### src/rtl/mac_stat_pkg.sv
package mac_stat_pkg;
  localparam int ADDR_W   = 4;
  localparam int N_CNT    = 8;
  // counter order; status bit i+1 belongs to counter i
  localparam int C_FRM    = 0;
  localparam int C_BYT    = 1;
  localparam int C_DFRM   = 2;
  localparam int C_DBYT   = 3;
  localparam int C_CRC    = 4;
  localparam int C_PAU    = 5;
  localparam int C_MCAST  = 6;
  localparam int C_BCAST  = 7;
  localparam logic [ADDR_W-1:0] A_STATUS = 4'h0;
  localparam logic [ADDR_W-1:0] A_MASK   = 4'h1;
  localparam logic [ADDR_W-1:0] A_FORCE  = 4'h2;
  localparam int                A_CNT0   = 8;

  function automatic bit takes_amount(int idx);
    return (idx == C_BYT) || (idx == C_DBYT);
  endfunction
endpackage

### src/rtl/mstat_counter.sv
module mstat_counter #(
  parameter int CNT_W = 32,
  parameter int AMT_W = 16
) (
  input  logic             clk,
  input  logic             rst_n,
  input  logic             advance,
  input  logic [AMT_W-1:0] amount,
  output logic [CNT_W-1:0] count,
  output logic             ovf
);
  localparam logic [CNT_W-1:0] CMAX = '1;
  localparam int PAD = CNT_W + 1 - AMT_W;

  logic [CNT_W:0] sum;
  assign sum = {1'b0, count} + {{PAD{1'b0}}, amount};
  assign ovf = advance & sum[CNT_W];

  always_ff @(posedge clk or negedge rst_n) begin
    if (!rst_n)       count <= '0;
    else if (advance) count <= sum[CNT_W] ? CMAX : sum[CNT_W-1:0];
  end
endmodule

### src/rtl/mstat_status.sv
module mstat_status #(
  parameter int STAT_W = 9
) (
  input  logic              clk,
  input  logic              rst_n,
  input  logic              en,
  input  logic [STAT_W-1:0] hw_set,
  input  logic [STAT_W-1:0] sw_clr,
  input  logic [STAT_W-1:0] sw_force,
  input  logic              mask_we,
  input  logic [STAT_W-1:0] mask_wdata,
  output logic [STAT_W-1:0] status,
  output logic [STAT_W-1:0] mask,
  output logic              irq
);
  logic [STAT_W-1:0] force_q;
  assign force_q = en ? sw_force : '0;

  always_ff @(posedge clk or negedge rst_n) begin
    if (!rst_n) begin
      status <= '0;
      mask   <= '0;
    end else begin
      // sets are applied after clears so they win a same-cycle race
      status <= (status & ~sw_clr) | hw_set | force_q;
      if (mask_we) mask <= mask_wdata;
    end
  end

  assign irq = |(status & ~mask);
endmodule

### src/rtl/mstat_regif.sv
module mstat_regif
  import mac_stat_pkg::*;
#(
  parameter int NUM_CNT = 8,
  parameter int CNT_W   = 32,
  parameter int DATA_W  = 32,
  parameter int STAT_W  = NUM_CNT + 1
) (
  input  logic                     clk,
  input  logic                     rst_n,
  input  logic                     reg_wr,
  input  logic                     reg_rd,
  input  logic [ADDR_W-1:0]        reg_addr,
  input  logic [STAT_W-1:0]        reg_wdata,
  input  logic [STAT_W-1:0]        status,
  input  logic [STAT_W-1:0]        mask,
  input  logic [NUM_CNT*CNT_W-1:0] cnt_flat,
  output logic                     mask_we,
  output logic [STAT_W-1:0]        w1c,
  output logic [STAT_W-1:0]        force_set,
  output logic [STAT_W-1:0]        rd_clr,
  output logic [DATA_W-1:0]        reg_rdata
);
  assign mask_we   = reg_wr && (reg_addr == A_MASK);
  assign w1c       = (reg_wr && (reg_addr == A_STATUS)) ? reg_wdata : '0;
  assign force_set = (reg_wr && (reg_addr == A_FORCE))  ? reg_wdata : '0;

  assign rd_clr[0] = 1'b0;
  for (genvar g = 0; g < NUM_CNT; g++) begin : g_rdclr
    assign rd_clr[g+1] = reg_rd && (reg_addr == ADDR_W'(A_CNT0 + g));
  end

  logic [DATA_W-1:0] rd_mux;
  always_comb begin
    rd_mux = '0;
    if (reg_addr == A_STATUS || reg_addr == A_FORCE) rd_mux = DATA_W'(status);
    else if (reg_addr == A_MASK)                     rd_mux = DATA_W'(mask);
    for (int i = 0; i < NUM_CNT; i++)
      if (reg_addr == ADDR_W'(A_CNT0 + i))
        rd_mux = DATA_W'(cnt_flat[i*CNT_W +: CNT_W]);
  end

  always_ff @(posedge clk or negedge rst_n) begin
    if (!rst_n)      reg_rdata <= '0;
    else if (reg_rd) reg_rdata <= rd_mux;
  end
endmodule

### src/rtl/mac_stat_irq.sv
module mac_stat_irq
  import mac_stat_pkg::*;
#(
  parameter int CNT_W   = 32,
  parameter int AMT_W   = 16,
  parameter int DATA_W  = 32,
  parameter int NUM_CNT = N_CNT
) (
  input  logic               clk,
  input  logic               rst_n,
  input  logic               path_en,
  input  logic [NUM_CNT-1:0] evt_strobe,
  input  logic [AMT_W-1:0]   evt_bytes,
  input  logic               reg_wr,
  input  logic               reg_rd,
  input  logic [ADDR_W-1:0]  reg_addr,
  input  logic [NUM_CNT:0]   reg_wdata,
  output logic [DATA_W-1:0]  reg_rdata,
  output logic               irq
);
  localparam int STAT_W = NUM_CNT + 1;

  logic [NUM_CNT*CNT_W-1:0] cnt_flat;
  logic [NUM_CNT-1:0]       ovf_vec;
  logic [STAT_W-1:0]        set_vec, status_q, mask_q, w1c, force_set, rd_clr;
  logic                     mask_we;

  for (genvar g = 0; g < NUM_CNT; g++) begin : g_cnt
    logic [AMT_W-1:0] amt;
    if (takes_amount(g)) begin : g_amt
      assign amt = evt_bytes;
    end else begin : g_one
      assign amt = AMT_W'(1);
    end
    mstat_counter #(.CNT_W(CNT_W), .AMT_W(AMT_W)) u_cnt (
      .clk     (clk),
      .rst_n   (rst_n),
      .advance (path_en & evt_strobe[g]),
      .amount  (amt),
      .count   (cnt_flat[g*CNT_W +: CNT_W]),
      .ovf     (ovf_vec[g])
    );
  end

  assign set_vec = {ovf_vec, path_en & evt_strobe[C_FRM]};

  mstat_status #(.STAT_W(STAT_W)) u_stat (
    .clk        (clk),
    .rst_n      (rst_n),
    .en         (path_en),
    .hw_set     (set_vec),
    .sw_clr     (w1c | rd_clr),
    .sw_force   (force_set),
    .mask_we    (mask_we),
    .mask_wdata (reg_wdata),
    .status     (status_q),
    .mask       (mask_q),
    .irq        (irq)
  );

  mstat_regif #(.NUM_CNT(NUM_CNT), .CNT_W(CNT_W), .DATA_W(DATA_W), .STAT_W(STAT_W)) u_regif (
    .clk       (clk),
    .rst_n     (rst_n),
    .reg_wr    (reg_wr),
    .reg_rd    (reg_rd),
    .reg_addr  (reg_addr),
    .reg_wdata (reg_wdata),
    .status    (status_q),
    .mask      (mask_q),
    .cnt_flat  (cnt_flat),
    .mask_we   (mask_we),
    .w1c       (w1c),
    .force_set (force_set),
    .rd_clr    (rd_clr),
    .reg_rdata (reg_rdata)
  );
endmodule

### config.mk
export PLATFORM = sky130hd
export DESIGN_NAME = mac_stat_irq
export DESIGN_NICKNAME = d
export VERILOG_FILES = /design/src/rtl/mac_stat_pkg.sv /design/src/rtl/mstat_counter.sv /design/src/rtl/mstat_status.sv /design/src/rtl/mstat_regif.sv /design/src/rtl/mac_stat_irq.sv
export SDC_FILE = /design/constraint.sdc
export NUM_CORES = 1
export LEC_CHECK = 0
export ABC_AREA = 0
export BUFFER_PORTS_ARGS = -buffer_cell sky130_fd_sc_hd__buf_4
export CAP_MARGIN = 20
export CELL_PAD_IN_SITES_DETAIL_PLACEMENT = 0
export CELL_PAD_IN_SITES_GLOBAL_PLACEMENT = 2
export CORE_MARGIN = 3
export CORE_UTILIZATION = 27
export DETAILED_ROUTE_END_ITERATION = 12
export HOLD_SLACK_MARGIN = 0.12
export PLACE_DENSITY = 0.55
export SKIP_CTS_REPAIR_TIMING = 1
export SKIP_LAST_GASP = 1
export SYNTH_ARGS = -nofsm -noshare
export SYNTH_HDL_FRONTEND = slang
export SYNTH_SLANG_ARGS = --single-unit
export TNS_END_PERCENT = 5
### constraint.sdc
create_clock -name clk -period 5.1 [get_ports clk]
set_clock_uncertainty 0.1 [all_clocks]
set_input_delay 1.02 -clock clk [delete_from_list [all_inputs] [get_ports clk]]
set_output_delay 1.02 -clock clk [all_outputs]
set_load 0.01 [all_outputs]
Word-level counts from Yosys, hierarchy flattened
Cells that the tools add are included.
{"block": "totals", "reg_bits": 306, "latchBits": 0, "mem_bits_rw": 0, "romBits": 0, "in_bits": 42, "out_inout_bits": 33, "n_memories": 0}
{"block": "op_classes", "n_addsub": 8, "n_mul": 0, "n_div": 0, "n_lt_le_gt_ge": 0, "eq_ne": 10, "shift": 0, "n_mux": 21, "n_bitwise": 23, "n_reduce_logical": 14}
{"op": "32-bit two-way mux", "count": 16}
{"op": "32-bit by 1-bit adder with 33-bit output, second input constant", "count": 6}
{"op": "32-bit by 16-bit adder with 33-bit output", "count": 2}
{"op": "9-bit two-way mux", "count": 5}
{"op": "4-bit == test, second input constant", "count": 8}
{"op": "9-bit bitwise OR", "count": 3}
{"op": "9-bit bitwise AND", "count": 2}
{"op": "9-bit inverter", "count": 2}
{"op": "1-bit bitwise AND", "count": 16}
{"op": "1-bit logical AND", "count": 11}
{"op": "9-bit OR reduction", "count": 1}
{"op": "4-bit by 1-bit == test with 1-bit output, second input constant", "count": 1}
{"op": "4-bit by 2-bit == test with 1-bit output, second input constant", "count": 1}
{"op": "4-bit logical NOT", "count": 1}
{"op": "1-bit logical OR", "count": 1}

Longest topological paths before layout
Gate-level depths: netlist (run 1).
{"block": "logic_depth", "depth_word": 11, "ltp_mapped": 10, "depth_no_buf": 9}

Cells and area by module
From an unflattened synthesis (run 1), not the netlist that was laid out.
{"block": "hier_totals", "cells_unflattened": 2689, "area_unflattened_um2": 23334.9}
{"mod": "mstat_counter at g_cnt[1].u_cnt ...", "instances": 5, "cells_each": 280, "area_per_inst_um2": 2412.3}
{"mod": "mstat_counter at g_cnt[6].u_cnt ...", "instances": 2, "cells_each": 245, "area_per_inst_um2": 2268.4}
{"mod": "mstat_regif", "instances": 1, "cells_each": 436, "area_per_inst_um2": 3464.6}
{"mod": "mstat_counter at g_cnt[0].u_cnt", "instances": 1, "cells_each": 278, "area_per_inst_um2": 2401.1}
{"mod": "mstat_status", "instances": 1, "cells_each": 66, "area_per_inst_um2": 757.0}
{"mod": "mac_stat_irq", "instances": 1, "cells_each": 19, "area_per_inst_um2": 113.9}

Least setup slack after synthesis (run 1)
Ideal clock, no wire load.
{"block": "synth_timing", "path_kind": "input port to flip-flop", "startpoint": "in evt_bytes[0]", "endpoint": "reg g_cnt[1].u_cnt.count[31]", "arrival_time_ns": 3.020, "slack_ns": 1.853, "stages": 9, "path_buffers": 0, "cell_sequence": "ha_1 > fa_1 > a21o_1 > a2bb2oi_1 > a31oi_4 > a41oi_4 > or4_4 > nand2_1 > mux2_1"}
{"block": "synth_via", "elab_chain_len": 2}
{"element": "start, declared", "line": "mac_stat_irq.sv:13", "source": "input logic [AMT_W-1:0] evt_bytes,"}
{"element": "32-bit by 16-bit adder with 33-bit output", "line": "mstat_counter.sv:16", "source": "assign sum = {1'b0, count} + {{PAD{1'b0}}, amount};"}
{"element": "32-bit two-way mux", "line": "mstat_counter.sv:21", "source": "else if (advance) count <= sum[CNT_W] ? CMAX : sum[CNT_W-1:0];"}
{"element": "end signal, assigned", "line": "mstat_counter.sv:21"}
{"element": "end, declared", "line": "mstat_counter.sv:9", "source": "output logic [CNT_W-1:0] count,"}
No other way between the ends.
A chain may end at the register's enable or synchronous reset.

Worst setup path after layout (run 1)
{"block": "layout_timing", "startpoint": "in evt_bytes[0]", "endpoint": "reg g_cnt[3].u_cnt.count[13]"}
{"block": "layout_via", "elab_chain_len": 2}
{"element": "32-bit by 16-bit adder with 33-bit output", "line": "mstat_counter.sv:16"}
{"element": "32-bit two-way mux", "line": "mstat_counter.sv:21"}
{"element": "end signal, assigned", "line": "mstat_counter.sv:21"}
{"element": "end, declared", "line": "mstat_counter.sv:9"}
No other way between the ends.

==> flow_summary.json, run 1 <==
{
  "async_flop_share_pct": 100.0,
  "grt_overflow_total": 0,
  "core_region_area_sq_um": 63770,
  "synth-seq-cells": 306,
  "drc": 0,
  "htreeDepth": 2,
  "yosys-mux-area-fraction_pct": 3.629,
  "place_area_sq_um": 19130,
  "yosys.area_share.adder_pct": 2.932,
  "r2r_cells": 10,
  "die-area_sq_um": 68230,
  "worst_pin_slew_ns": 1.083,
  "cpPeakStageDelay_ns": 0.50,
  "grt_pass1_wl_mm": 102.0,
  "design_area_sq_um": 20460,
  "rr_startpoint": "g_cnt[3].u_cnt.count[0]$_DFFE_PN0P_",
  "route.vias.total": 15061,
  "detailedPlacementHpwl_mm": 51.26,
  "r2r-end": "g_cnt[3].u_cnt.count[13]$_DFFE_PN0P_",
  "fin_cells": 2893,
  "yosys_warnings": 0,
  "ioPinCount": 75,
  "crit_path_top_delay_cell": "o32a_1",
  "wire_per_inst_um": 23.43,
  "hold_class": "input pin to asynchronous set/reset pin",
  "synthFlopType": "dfrtp_1",
  "layout-drive-gt1-share_pct": 10.45,
  "worst_skew_pair.late_latency_ns": 0.57,
  "synth.distinct_cells": 74,
  "yosysTopAreaCellShare_pct": 43.55,
  "vdd_drop_max_uv": 258.1,
  "r2r_setup_slack_ns": 1.88,
  "synth_compound_area_share_pct": 15.82,
  "startpoint_type": "input pin",
  "fmax_ghz": 0.2953,
  "synth.cell_area_sq_um": 17580,
  "clkSlewWorstSetupHoldPaths_ns": 0.06,
  "synth_area_leader_cell": "dfrtp_1",
  "crit_required_ns": 5.45,
  "synth_cells": 1955,
  "grt_pass1_vias": 14948,
  "cap_violations": 0,
  "ctsRootBufferMaster": "clkbuf_16",
  "rsz0062_at_grt": "false",
  "worstSetupPathType": "input pin to register",
  "die_h_um": 261.2,
  "worstPathArrival_ns": 3.74,
  "drv_slew": 0,
  "powerDensity_nw_per_um2": 401.7,
  "min_period_ns": 3.386,
  "seq_area_frac_synth_pct": 43.55,
  "diodes": 0,
  "synth_xor_area_share_pct": 7.870,
  "cp_cell_sequence": "buf_4, ha_1, fa_1, a21oi_1, o21ai_0, o2111ai_1, a21oi_1, buf_4, nand4_1, nand2_1, o32a_1",
  "clockBufferDepth": 3,
  "start_util_pct": 27.57,
  "antenna_found_initial": 2,
  "synth_area_leaders": "dfrtp_1 44%, nand2_1 7.4%, xor2_1 4.3%, xnor2_1 3.5%, a22oi_1 3.1%",
  "timing.final.crit_share_pct": 66.40,
  "fin_nets": 2098,
  "numClockSinks": 306,
  "syn2layout_area_growth_pct": 16.34,
  "gp_congestion": 0.8398,
  "synth-edff-count": 0,
  "avgViaCountPerCell": 5.206,
  "synth_most_common_cell": "nand2_1",
  "rows": 92,
  "io_buffers": 74,
  "dieWidth_um": 261.2,
  "synthTopCellsByCount": "346 x nand2_1, 306 x dfrtp_1, 104 x nor2_1",
  "cts_buffers": 42,
  "dr.pass1.iters": 5,
  "routed_wl_mm": 67.78,
  "outcome": "finished, final reports clean",
  "p_leak_nw": 9.290,
  "drtAntennaViolNets": 0,
  "drt_first_iter_violations": 1055,
  "endpoint_kind": "register",
  "syn_nets": 2037,
  "syn-mean-instance-area_sq_um": 8.995,
  "synth-simple-area-share_pct": 23.06,
  "fin_tns_setup_ns": 0,
  "grt.total_usage_pct": 20.05,
  "maxSlewHeadroom_pct": 27.45,
  "setup_viol": 0,
  "cts_tree": "done",
  "crit_fanout": 14,
  "synth_top_family_by_area": "simple AND/OR/NAND/NOR gates",
  "hold_violations": 0,
  "grt_max_degree": 115,
  "dp_cells": 2818,
  "num-fill-cells": 6757
}
-- cell type report --
class,instances,area (sq um),area share (%)
clock buffer,69,1264,6.177
clock inverter,6,62.56,0.3058
inverter,57,214.0,1.046
multi-input combinational,1511,9385,45.88
sequential,306,7657,37.43
tap,846,1059,5.174
timing repair buffer,98,815.8,3.988
-- how the worst max path moves through the flow --
| stage | slack (ns) | from | end |
|---|---|---|---|
| floorplan | 1.85 | evt_bytes[0] | g_cnt[1].u_cnt.count[31]$_DFFE_PN0P_ |
| global placement | 1.19 | evt_bytes[0] | g_cnt[3].u_cnt.count[13]$_DFFE_PN0P_ |
| detailed placement | 1.14 | evt_bytes[0] | g_cnt[3].u_cnt.count[13]$_DFFE_PN0P_ |
| CTS | 1.75 | evt_bytes[0] | g_cnt[3].u_cnt.count[13]$_DFFE_PN0P_ |
| global route | 1.57 | evt_bytes[0] | g_cnt[3].u_cnt.count[13]$_DFFE_PN0P_ |
| finish | 1.71 | evt_bytes[0] | g_cnt[3].u_cnt.count[13]$_DFFE_PN0P_ |
-- sequential cells by signal (all words and copies together), names as in the netlist --
signal	count
g_cnt.u_cnt.count	256
u_regif.reg_rdata	32
u_stat.mask	9
u_stat.status	9
-- power by group --
group	internal [mW]	switching, mW	leakage, nW
sequential	2.75	0.580	4.03
combinational	0.865	1.13	4.61
clock	1.73	1.16	0.650
-- through the flow --
stage	setup slack, ns	hold WS, ns	total power, mW	util (%)
3_3_place_gp	1.193	0.4100	5.420	29.89
6_report	1.714	0.3147	8.217	32.08
5_1_grt	1.568	0.3613	8.718	32.08
2_1_floorplan	1.853	0.3593	4.492	-
3_5_place_dp	1.137	0.4179	5.383	30.00
4_1_cts	1.754	0.3278	8.365	32.08
-- cell families after synthesis --
logic type	count (synthesis)
and+or+nand+nor	836
muxes	59
AOI/OAI and AO/OA	418
buffers and inverters	138
xor gates and xnor gates	158
adders and majority gates	40
DFF	306
-- cell usage in the layout (no fill, tap or decap), types with 25 or more instances in the layout --
cell and n:
nand2_1 346, dfrtp_1 306, nor2_1 103, nand3_1 99
buf_4 92, o21ai_0 89, xor2_1 87, nand4_1 77
a21oi_1 77, a22oi_1 72, xnor2_1 71, and3_1 65
inv_1 57, clkbuf_16 43, ha_1 38, a31oi_1 36
mux2_2 31, nor3_1 30, o211ai_1 26, and2_1 25
-- critical path, delay by kind of cell --
family | cells | cell delay, ns
buffers and inverters | 2 | 0.32
adders and majority gates | 2 | 0.63
and+or+nand+nor | 2 | 0.45
AOI/OAI and AO/OA | 5 | 1.32
-- metal layers --
layer / wire length, um / vias up / global-route usage, %
li1: - / 7170 / -
met1: 31910 / 7511 / 28.08
met2: 31460 / 306 / 32.40
met3: 2636 / 74 / 2.640
met4: 1778 / 0 / 5.682
met5: 0 / - / 0
Note: power is estimated with default switching activity, not from simulation.
==> run 2: changes to the inputs <==
--- a/config.mk
+++ b/config.mk
@@ -14,7 +14,7 @@
 export CORE_UTILIZATION = 27
 export DETAILED_ROUTE_END_ITERATION = 12
 export HOLD_SLACK_MARGIN = 0.12
-export PLACE_DENSITY = 0.55
+export PLACE_DENSITY = 0.57
 export SKIP_CTS_REPAIR_TIMING = 1
 export SKIP_LAST_GASP = 1
 export SYNTH_ARGS = -nofsm -noshare
==> constraint.sdc (replaced) <==
create_clock -name clk -period 2.8 [get_ports clk]
set_clock_uncertainty 0.1 [all_clocks]
set_input_delay 0.56 -clock clk [delete_from_list [all_inputs] [get_ports clk]]
set_output_delay 0.56 -clock clk [all_outputs]
set_load 0.01 [all_outputs]
==> run 2 against run 1 <==
Compared with the run above:
- highest routed layer unchanged
- setup slack got worse by 1.6 ns
- die area did not move
- via count rose by 4.5%
- non-clock buffer count rose by 178
- final cell count rose by 6.1%
- critical path depth fell by 1
- largest power group unchanged
- first-iteration DRC count fell by 0.95%
- wire length rose by 1.3%
- clock-buffer cell count fell by 9
- register-to-register slack got worse by 1.8 ns
==> flow_summary.json, run 2 (synthesized netlist as in run 1, its figures left out) <==
{
  "cap_violations": 0,
  "r2r_cells": 10,
  "core_region_area_sq_um": 63770,
  "worst_skew_pair.late_latency_ns": 0.57,
  "worst_pin_slew_ns": 0.7258,
  "avgViaCountPerCell": 5.128,
  "cts_tree": "done",
  "setup_viol": 0,
  "startpoint_type": "register",
  "largest_reg_flops": 256,
  "ctsRootBufferMaster": "clkbuf_16",
  "start_util_pct": 27.57,
  "detailedPlacementHpwl_mm": 53.62,
  "final_cell_mix": "346 x nand2_1, 306 x dfrtp_1, 263 x buf_4",
  "gp_congestion": 0.8396,
  "htreeDepth": 2,
  "min_from": "reg_wdata[1]",
  "io_buffers": 74,
  "intPower_mw": 10.42,
  "numClockSinks": 306,
  "die-area_sq_um": 68230,
  "rr_startpoint": "g_cnt[1].u_cnt.count[0]$_DFFE_PN0P_",
  "grt_pass1_wl_mm": 104.3,
  "worstPathArrival_ns": 3.05,
  "clockBufferDepth": 3,
  "hold_violations": 0,
  "outcome": "finished, final reports clean",
  "final_common_cell": "nand2_1",
  "crit_fanout": 5,
  "p_switching_mw": 5.405,
  "pwr-share-seq_pct": 37.0,
  "powerDensity_nw_per_um2": 722.4,
  "fin_nets": 2275,
  "reg_top3": "g_cnt.u_cnt.count (256), u_regif.reg_rdata (32)",
  "grt_max_degree": 66,
  "min_period_ns": 2.697,
  "maxSlewHeadroom_pct": 51.35,
  "worstSetupPathType": "register to register",
  "ioPinCount": 75,
  "fin_tns_setup_ns": 0,
  "vdd_drop_max_uv": 355.5,
  "dieWidth_um": 261.2,
  "cp-startpoint": "g_cnt[1].u_cnt.count[0]$_DFFE_PN0P_",
  "drc": 0,
  "syn2layout_area_growth_pct": 24.54,
  "power_frac_comb_pct": 29.0,
  "grt_overflow_total": 0,
  "rsz0062_at_grt": "true",
  "drt_first_iter_violations": 1045,
  "holdPathStages": 3,
  "hold_class": "input pin to register",
  "p_clk_share_pct": 34.0,
  "regMostFlops": "g_cnt.u_cnt.count",
  "endpoint_kind": "register",
  "rows": 92,
  "drv_slew": 0,
  "cts_buffers": 41,
  "swShare_pct": 34.17,
  "route.vias.total": 15739,
  "grt.total_usage_pct": 20.40,
  "antenna_found_initial": 3,
  "power_mw": 15.82,
  "timing.final.crit_share_pct": 96.33,
  "dr.pass1.iters": 5,
  "layout-drive-gt1-share_pct": 17.96,
  "fmax_ghz": 0.3707,
  "p_leak_nw": 10.19,
  "die_h_um": 261.2,
  "routed_wl_mm": 68.67,
  "grt_pass1_vias": 15796,
  "dp_cells": 2992,
  "fin_util_pct": 34.34,
  "crit_required_ns": 3.15,
  "drtAntennaViolNets": 0,
  "clkSlewWorstSetupHoldPaths_ns": 0.06,
  "wire_per_inst_um": 22.38,
  "fin_cells": 3069
}
[run 2: cell count changes in the layout (fill, tap and decap cells not counted), sizes merged]
cell         delta
buf           +174
diode           +2
dlygate4sd3     +4
inv             +1
clkinvlp        +1
bufinv          +1
clkinv          +2
clkbuf          -9
[run 2: final timing paths]
path                       slack (ns)                                   end
max                              0.10  g_cnt[1].u_cnt.count[31]$_DFFE_PN0P_
min                              0.13            u_stat.status[1]$_DFF_PN0_
max reg2reg                      0.10  g_cnt[1].u_cnt.count[31]$_DFFE_PN0P_
min reg2reg                      0.42     u_regif.reg_rdata[25]$_DFFE_PN0P_
max in group asynchronous        1.39   g_cnt[1].u_cnt.count[9]$_DFFE_PN0P_
min in group asynchronous        0.37  g_cnt[6].u_cnt.count[28]$_DFFE_PN0P_
[run 2: area by class of cell]
class | instances | area (sq um)
multi-input combinational | 1511 | 9413
antenna | 2 | 5.005
sequential | 306 | 7657
timing repair buffer | 276 | 2190
tap | 846 | 1059
clock inverter | 11 | 122.6
clock buffer | 60 | 1240
inverter | 57 | 214.0
fill | 6824 | 41870
[run 2: per-layer routing]
metal / vias up / share of wire [%] / track usage (%)
met5: - / 0 / 0
li1: 7527 / - / -
met2: 292 / 48 / 34.48
met3: 67 / 3.7 / 2.456
met1: 7853 / 46 / 27.87
met4: 0 / 2.0 / 4.758
[run 2: critical path: stages, from the launching register on]
cell and delay [ns]:
dfrtp_1 0.39, ha_1 0.21, fa_1 0.41, a21o_1 0.22, a2bb2oi_1 0.15, buf_4 0.15, a31oi_4 0.11, a41oi_4 0.28
or4_4 0.22, nand2_1 0.05, mux2_1 0.30
[run 2: power by group through the flow]
stage | Sequential, mW | Combinational, mW | Clock, mW
after floorplan | 5.55 | 2.63 | 0
after global placement | 5.95 | 4.59 | 0
after detailed placement | 5.94 | 4.58 | 0
after CTS | 5.87 | 4.61 | 5.54
after global routing | 5.93 | 5.10 | 5.74
final | 5.85 | 4.59 | 5.38
[run 2: per-stage QoR]
stage | cell area (sq um) | setup slack (ns) | hold slack [ns]
after floorplan | 17580 | 0.01281 | 0.1644
after detailed placement | 20470 | -0.2971 | 0.3682
after global routing | 21900 | -0.02157 | 0.1351
final | 21900 | 0.1027 | 0.1282
after CTS | 21830 | -0.05060 | -0.2456
after global placement | 20470 | -0.2901 | 0.3689
==> run 3: changes to the inputs <==
--- a/config.mk
+++ b/config.mk
@@ -10,7 +10,7 @@
 export CAP_MARGIN = 20
 export CELL_PAD_IN_SITES_DETAIL_PLACEMENT = 0
 export CELL_PAD_IN_SITES_GLOBAL_PLACEMENT = 2
-export CORE_MARGIN = 3
+export CORE_MARGIN = 1.5
 export CORE_UTILIZATION = 27
 export DETAILED_ROUTE_END_ITERATION = 12
 export HOLD_SLACK_MARGIN = 0.12
==> run 3 against run 2 <==
Compared with the run above:
- sequential share of layout area up 0.26 points
- non-clock buffer count shrank 20
- via count down 0.48%
- maximum frequency shrank 0.48%
- power down 1.6%
- first-iteration DRC count up 0.67%
- worst hold slack better by 0.014 ns
- clock-buffer cell count increased by 3
- critical endpoint is now g_cnt[3].u_cnt.count[20]$_DFFE_PN0P_
==> flow_summary.json, run 3 (synthesized netlist as in run 1, its figures left out) <==
{
  "outcome": "finished, final reports clean",
  "clkSlewWorstSetupHoldPaths_ns": 0.06,
  "avgViaCountPerCell": 5.121,
  "route.vias.total": 15664,
  "cp_cell_sequence": "ha_1, fa_1, a21oi_1, o21ai_1, o2111ai_2, a21oi_2, buf_4, nand4_1, mux2_2",
  "drv_slew": 0,
  "reg_top3": "g_cnt.u_cnt.count (256), u_regif.reg_rdata (32)",
  "worst_skew_pair.late_latency_ns": 0.57,
  "cpPeakStageDelay_ns": 0.45,
  "worst_pin_slew_ns": 0.8789,
  "worst_slack_ns": 0.08971,
  "grt.total_usage_pct": 20.42,
  "setup_viol": 0,
  "drtAntennaViolNets": 0,
  "drc": 0,
  "htreeDepth": 2,
  "vdd_drop_max_uv": 386.7,
  "startpoint_type": "register",
  "numClockSinks": 306,
  "maxSlewHeadroom_pct": 41.40,
  "start_util_pct": 27.28,
  "pre_cts_ws_ns": -0.2997,
  "dieWidth_um": 258.2,
  "dp_cells": 2984,
  "powerDensity_nw_per_um2": 716.3,
  "cts_tree": "done",
  "hold_class": "input pin to register",
  "grt_pass1_wl_mm": 102.4,
  "ctsRootBufferMaster": "clkbuf_16",
  "wire_per_inst_um": 22.14,
  "rsz0062_at_grt": "true",
  "largest_reg_flops": 256,
  "drt_first_iter_violations": 1052,
  "syn2layout_area_growth_pct": 23.62,
  "num-fill-cells": 6768,
  "crit_required_ns": 3.15,
  "min_period_ns": 2.710,
  "detailedPlacementHpwl_mm": 52.51,
  "crit_fanout": 11,
  "regMostFlops": "g_cnt.u_cnt.count",
  "fin_cells": 3059,
  "fmax_ghz": 0.3690,
  "r2r_setup_slack_ns": 0.09,
  "p_leak_nw": 10.09,
  "fin_nets": 2255,
  "worstPathArrival_ns": 3.06,
  "crit_path_top_delay_cell": "dfrtp_1",
  "ioPinCount": 75,
  "endpoint_kind": "register",
  "timing.final.crit_share_pct": 96.80,
  "grt_pass1_vias": 15822,
  "io_buffers": 74,
  "layout-drive-gt1-share_pct": 17.29,
  "die_h_um": 258.2,
  "gp_congestion": 0.8669,
  "core_region_area_sq_um": 64460,
  "cp.buffers_inverters": 1,
  "die-area_sq_um": 66670,
  "clockBufferDepth": 3,
  "cts_buffers": 41,
  "cap_violations": 0,
  "rows": 93,
  "routed_wl_mm": 67.71,
  "dr.pass1.iters": 7,
  "final_common_cell": "nand2_1",
  "fin_util_pct": 33.72,
  "hold_violations": 0,
  "crit_family": "compound AO/OA/AOI/OAI gates",
  "worstSetupPathType": "register to register",
  "antenna_found_initial": 2,
  "final_cell_mix": "346 x nand2_1, 306 x dfrtp_1, 243 x buf_4",
  "diodes": 0,
  "grt_max_degree": 65,
  "grt_overflow_total": 0
}
==> run 3: cell count changes in the layout (fill, tap and decap cells not counted), sizes merged <==
| cell | change |
|---|---|
| bufinv | -1 |
| buf | -17 |
| clkinv | +2 |
| clkbuf | +3 |
| dlygate4sd3 | -3 |
| diode | -2 |
| inv | -1 |
==> run 3: report_power, final <==
part / switching (mW) / internal, mW / total (mW)
combinational: 2.35 / 2.12 / 4.47
sequential: 0.846 / 5.01 / 5.85
clock: 2.14 / 3.11 / 5.24
==> run 3: area by class of cell <==
class	count	area (sq um)	area share [%]
clock buffer	63	1229	5.652
clock inverter	11	90.09	0.4144
inverter	57	214.0	0.9842
multi-input combinational	1511	9409	43.28
sequential	306	7657	35.23
tap	855	1070	4.921
timing repair buffer	256	2069	9.520
==> run 3: worst paths after layout <==
kind                                                      from                              endpoint  cells after the start
min in group asynchronous                                rst_n  g_cnt[5].u_cnt.count[25]$_DFFE_PN0P_                      2
max                        g_cnt[3].u_cnt.count[0]$_DFFE_PN0P_  g_cnt[3].u_cnt.count[20]$_DFFE_PN0P_                      9
min reg2reg                  u_regif.reg_rdata[23]$_DFFE_PN0P_     u_regif.reg_rdata[23]$_DFFE_PN0P_                      2
max in group asynchronous                                rst_n  g_cnt[2].u_cnt.count[14]$_DFFE_PN0P_                      3
min                                               reg_wdata[1]            u_stat.status[1]$_DFF_PN0_                      3
max reg2reg                g_cnt[3].u_cnt.count[0]$_DFFE_PN0P_  g_cnt[3].u_cnt.count[20]$_DFFE_PN0P_                      9
==> run 3: metal layers <==
| metal | share of wire, % | vias up | routed length (um) | GRT usage (%) |
|---|---|---|---|---|
| met4 | 3.1 | 4 | 2082 | 6.676 |
| li1 | - | 7505 | - | - |
| met3 | 4.7 | 99 | 3154 | 3.141 |
| met5 | 0.043 | - | 29 | 0 |
| met1 | 46 | 7727 | 31440 | 28.07 |
| met2 | 46 | 329 | 31010 | 32.75 |
==> run 3: through the flow <==
stage	total power [mW]	setup TNS, ns	area (sq um)	hold slack (ns)
after floorplan	8.182	0	17580	0.1644
after global placement	10.38	-11.88	20390	0.4039
after detailed placement	10.40	-13.60	20390	0.4075
after CTS	15.76	-0.7080	21700	-0.1544
after global routing	16.50	-0.3170	21740	0.1502
final	15.57	0	21740	0.1426
==> run 3: worst register-to-register path, cell delays in order, from the launching register on <==
cell and delay, ns:
dfrtp_1 0.45, ha_1 0.25, fa_1 0.41, a21oi_1 0.21, o21ai_1 0.15, o2111ai_2 0.27
a21oi_2 0.12, buf_4 0.19, nand4_1 0.11, mux2_2 0.34
